File: src/rtl/bitop_unit.sv
module bitop_unit (
  input  logic       clk,
  input  logic       rst_n,
  input  logic       start,
  input  logic [7:0] opcode,
  input  logic [7:0] reg_rdata,
  input  logic [7:0] mem_rdata,
  input  logic [3:0] flags_in,
  output logic [7:0] result,
  output logic [3:0] flags_out,
  output logic [2:0] reg_sel,
  output logic       reg_we,
  output logic       mem_rd,
  output logic       mem_wr,
  output logic       done,
  output logic [2:0] mcycles
);

  localparam logic [2:0] MEM_IDX = 3'd6;

  typedef enum logic [1:0] {S_IDLE, S_EXE, S_MRD, S_MWR} st_t;

  st_t        st;
  logic [7:0] op_q, mem_q, src;
  logic [3:0] fl_q;
  logic [8:0] sh;

  wire is_mem  = (op_q[2:0] == MEM_IDX);
  wire is_test = (op_q[7:6] == 2'b01);

  always_ff @(posedge clk) begin
    if (!rst_n) begin
      st    <= S_IDLE;
      op_q  <= '0;
      fl_q  <= '0;
      mem_q <= '0;
    end else begin
      case (st)
        S_IDLE: if (start) begin
          op_q <= opcode;
          fl_q <= flags_in;
          st   <= S_EXE;
        end
        S_EXE:   st <= is_mem ? S_MRD : S_IDLE;
        S_MRD: begin
          mem_q <= mem_rdata;
          st    <= is_test ? S_IDLE : S_MWR;
        end
        default: st <= S_IDLE;
      endcase
    end
  end

  assign src = (st == S_MWR) ? mem_q : (st == S_MRD) ? mem_rdata : reg_rdata;

  always_comb begin
    case (op_q[5:3])
      3'd0:    sh = {src[7], src[6:0], src[7]};
      3'd1:    sh = {src[0], src[0], src[7:1]};
      3'd2:    sh = {src[7], src[6:0], fl_q[0]};
      3'd3:    sh = {src[0], fl_q[0], src[7:1]};
      3'd4:    sh = {src[7], src[6:0], 1'b0};
      3'd5:    sh = {src[0], src[7], src[7:1]};
      3'd6:    sh = {1'b0, src[3:0], src[7:4]};
      default: sh = {src[0], 1'b0, src[7:1]};
    endcase
  end

  always_comb begin
    case (op_q[7:6])
      2'b00: begin
        result    = sh[7:0];
        flags_out = {sh[7:0] == 8'h00, 2'b00, sh[8]};
      end
      2'b01: begin
        result    = src;
        flags_out = {~src[op_q[5:3]], 1'b0, 1'b1, fl_q[0]};
      end
      2'b10: begin
        result    = src & ~(8'h01 << op_q[5:3]);
        flags_out = fl_q;
      end
      default: begin
        result    = src | (8'h01 << op_q[5:3]);
        flags_out = fl_q;
      end
    endcase
  end

  assign reg_sel = op_q[2:0];
  assign reg_we  = (st == S_EXE) && !is_mem && !is_test;
  assign mem_rd  = (st == S_MRD);
  assign mem_wr  = (st == S_MWR);
  assign done    = ((st == S_EXE) && !is_mem) || ((st == S_MRD) && is_test) || (st == S_MWR);
  assign mcycles = !is_mem ? 3'd2 : is_test ? 3'd3 : 3'd4;


  wr_after_rd_chk: assert property (@(posedge clk) disable iff (!rst_n)
    mem_wr |-> $past(mem_rd));


  test_no_write_chk: assert property (@(posedge clk) disable iff (!rst_n)
    (mem_rd && is_test) |=> !mem_wr);


  reg_form_done_chk: assert property (@(posedge clk) disable iff (!rst_n)
    (st == S_IDLE && start && opcode[2:0] != MEM_IDX) |=> (done && !mem_rd && !mem_wr));


  reg_we_final_chk: assert property (@(posedge clk) disable iff (!rst_n)
    reg_we |-> (done && !mem_rd && !mem_wr));


  busy_hold_chk: assert property (@(posedge clk) disable iff (!rst_n)
    (st != S_IDLE) |=> $stable(op_q));


  test_flags_chk: assert property (@(posedge clk) disable iff (!rst_n)
    (done && is_test) |-> (flags_out[1] && !flags_out[2] && flags_out[0] == fl_q[0] && !reg_we));

endmodule

File: config.mk
export PLATFORM = sky130hd
export DESIGN_NAME = bitop_unit
export DESIGN_NICKNAME = d
export VERILOG_FILES = /design/src/rtl/bitop_unit.sv
export SDC_FILE = /design/constraint.sdc
export NUM_CORES = 1
export LEC_CHECK = 0
export BUFFER_PORTS_ARGS = -buffer_cell sky130_fd_sc_hd__buf_2
export CAP_MARGIN = 10
export CORE_MARGIN = 2
export CORE_UTILIZATION = 47
export DETAILED_ROUTE_END_ITERATION = 10
export PLACE_DENSITY = 0.77
export SLEW_MARGIN = 5
export SYNTH_ARGS = -nofsm -noshare
export SYNTH_HDL_FRONTEND = slang
export SYNTH_SLANG_ARGS = --single-unit
File: constraint.sdc
create_clock -name clk -period 2.03 [get_ports clk]
set_input_delay 0.406 -clock clk [delete_from_list [all_inputs] [get_ports clk]]
set_output_delay 0.406 -clock clk [all_outputs]
set_load 0.02 [all_outputs]
==> summary.txt <==
die extent in y: 65.1 um
peak supply drop: 0.000381 V
Net Sw Frac: 0.317
DR iter-0 viols: 148
most common cell after layout, fill and taps aside: nand2_1
I/O pins: 53
Max-Cap Viols: 0
unrepaired setup endpoints after global routing: true
fin crit period: 2.56 ns
Rel. slew slack: 0.688
Vias/cell: 5.33
PortBufs: 52
Lkg Pwr: 1.15 nW
CTS tree: built
Post-synth top flop: dfxtp_1
worst r2r path cells: 8
layout cells sized above 1: 0.462
CTS clk-pin slew, worst paths: 0.08 ns
Setup CP Type: reg2out
Clock power frac: 0.254
Row Count: 22
post-synthesis average cell area: 7.49 um2
die area: 4230 um2
Setup crit end kind: primary output
Synth Warn #: 0
clk_skew: 0.00597 ns
Final ANT Viol Nets: 0
Layout area overhead: 48.9%
Via Count: 1951
grt total ovfl: 0
gpl congestion: 0.912
Setup WS post-layout: -0.529 ns
Critical Path RT: 1.62 ns
Filler cells: 299
ys async rst share: 0
Fin Setup TNS: -3.38 ns
CTS root buf: clkbuf_8
final net count: 350
vias in the first global route: 1757
number of synthesized flops with an enable pin: 0
FF+latch count, synth: 22
CP Capture Point: flags_out[3]
cts bufs inserted: 3
clock latency at the later pin of the worst-skew pair: 0.27 ns
PD cells: 480 nW/um2
Global Route Usage Sum: 0.237
worst slew pin tran: 0.468 ns
starting density of the core: 0.482
core footprint: 3630 um2
Post-Syn Area: 1750 um2
average wire per standard cell: 14.2 um
Design Power: 1.25 mW
Ant. Diodes: 0
hold buffer count at cts: 0
cell-internal power: 0.856 mW
drt first pass iters: 4
die extent in x: 65.1 um
r2r startpoint: st[0]
DRC violations left: 0
Synth Net Count: 265
most frequent cells in the layout: nand2_1 (54), buf_4 (46), buf_2 (45)
Final period util: 1.26
H-tree levels: 1
Synth cell types: 38
sequential area share after synthesis: 0.251
post-DP HPWL: 3.60 mm
Reg power frac: 0.368
crit path launch: st[0]
combinational power share: 0.377
Startpoint Class: register
fin. max-slew vios: 0
Worst Hold Slack: 0.377 ns
final WL: 5.20 mm
Reg2Reg Setup Slack: 0.18 ns
status: finished, violations left
final hold vios: 0
CTS Sinks: 22
Syn Inst Count: 234
global-route wire length before repair: 7.99 mm
Fmax: 391 MHz
largest net degree at the start of global routing: 27
worst-path maximum fanout: 7
Min-Delay Path Class: in2reg
Setup-failing EPs final: 10
CP Data Arrival Time: 2.15 ns
reg2reg end: op_q[4]
Switch Pwr: 0.397 mW
Clock Tree Buf Depth: 2
failing checks: setup timing
initial antenna violation count: 0
-- worst max-delay path: stages (launching register included) --
cell	delay, ns
dfxtp_4	0.42
mux2i_1	0.23
a21oi_2	0.13
mux2_4	0.28
a22o_1	0.20
a2111oi_2	0.32
a311o_1	0.19
buf_6	0.12
-- Yosys cell counts, types with 2 or more instances --
cell type,number,area [um2]
a21boi_0,20,150
mux2_2,9,101
nand2b_1,2,12.5
and2_1,5,31.3
a22o_1,3,26.3
buf_2,2,10.0
a21oi_2,3,26.3
a21oi_1,8,40.0
mux2i_1,18,180
nor2_1,22,82.6
o21ai_0,9,45.0
nand2_1,54,203
nor3b_1,3,22.5
nor2b_1,5,31.3
dfxtp_1,22,440
buf_6,2,22.5
buf_4,4,30.0
nor3_1,2,10.0
o21a_1,2,15.0
a21o_1,2,15.0
clkbuf_1,13,48.8
a22oi_1,7,52.6
o31ai_1,2,15.0
-- worst min path at each step --
stage / endpoint / cells past startpoint / from
after floorplan: fl_q[2] / 2 / fl_q[2]
after global placement: fl_q[2] / 2 / fl_q[2]
after detailed placement: mem_q[2] / 2 / mem_q[2]
after CTS: fl_q[3] / 3 / flags_in[3]
after global routing: fl_q[1] / 3 / flags_in[1]
final: op_q[2] / 3 / opcode[2]
-- registers in the layout, summed over array words and instances (netlist names) --
register	count
mem_q	8
op_q	8
fl_q	4
st	2
-- kinds of logic (layout without fill, tap and decap cells) --
kind of cell,count (synthesis),after routing,share of synthesized area
AND/OR/NAND/NOR,98,98,0.248
flip-flops,22,22,0.251
AO/OA/AOI/OAI,60,60,0.245
buffers and inverters,25,109,0.0786
multiplexers,29,29,0.177
-- layer usage --
layer  up-vias  share of wire  global-route usage  routed length, um
li1        977              -                   -                  -
met1       906           0.45               0.313               2330
met2        51           0.48               0.399               2520
met5         -              0                   0                  0
met4         0          0.029              0.0964                153
met3        17          0.038              0.0174                199
-- stage by stage --
stage / util / setup WS [ns] / std cells / instance area, um2
2_1_floorplan: - / -0.108 / 234 / 1770
3_3_place_gp: 0.630 / -0.338 / 352 / 2290
3_5_place_dp: 0.630 / -0.350 / 352 / 2290
4_1_cts: 0.693 / -0.497 / 360 / 2520
5_1_grt: 0.718 / -0.616 / 366 / 2610
6_report: 0.718 / -0.529 / 366 / 2610
-- what timing repair did --
| action | CTS | global route |
|---|---|---|
| pin swaps | 7 | 4 |
| endpoints found under the hold margin | 0 | 0 |
| setup buffers | 7 | 7 |
| endpoints found under the setup margin | 10 | 10 |
| resized for setup | 40 | 15 |
-- layout make-up --
cell class / instances / area (um2) / area share
Inverter: 2 / 7.51 / 0.00288
Multi-Input combinational cell: 187 / 1320 / 0.505
Sequential cell: 22 / 445 / 0.171
Clock buffer: 4 / 55.1 / 0.0211
Timing Repair Buffer: 103 / 723 / 0.277
Tap cell: 48 / 60.1 / 0.0230
-- power groups by stage --
stage	clock, mW	combinational, mW	sequential, mW
CTS	0.316	0.443	0.461
global placement	0	0.383	0.472
finish	0.319	0.473	0.461
global route	0.338	0.505	0.463
floorplan	0	0.243	0.464
detailed placement	0	0.386	0.472
(Power assumes the default switching activity.)
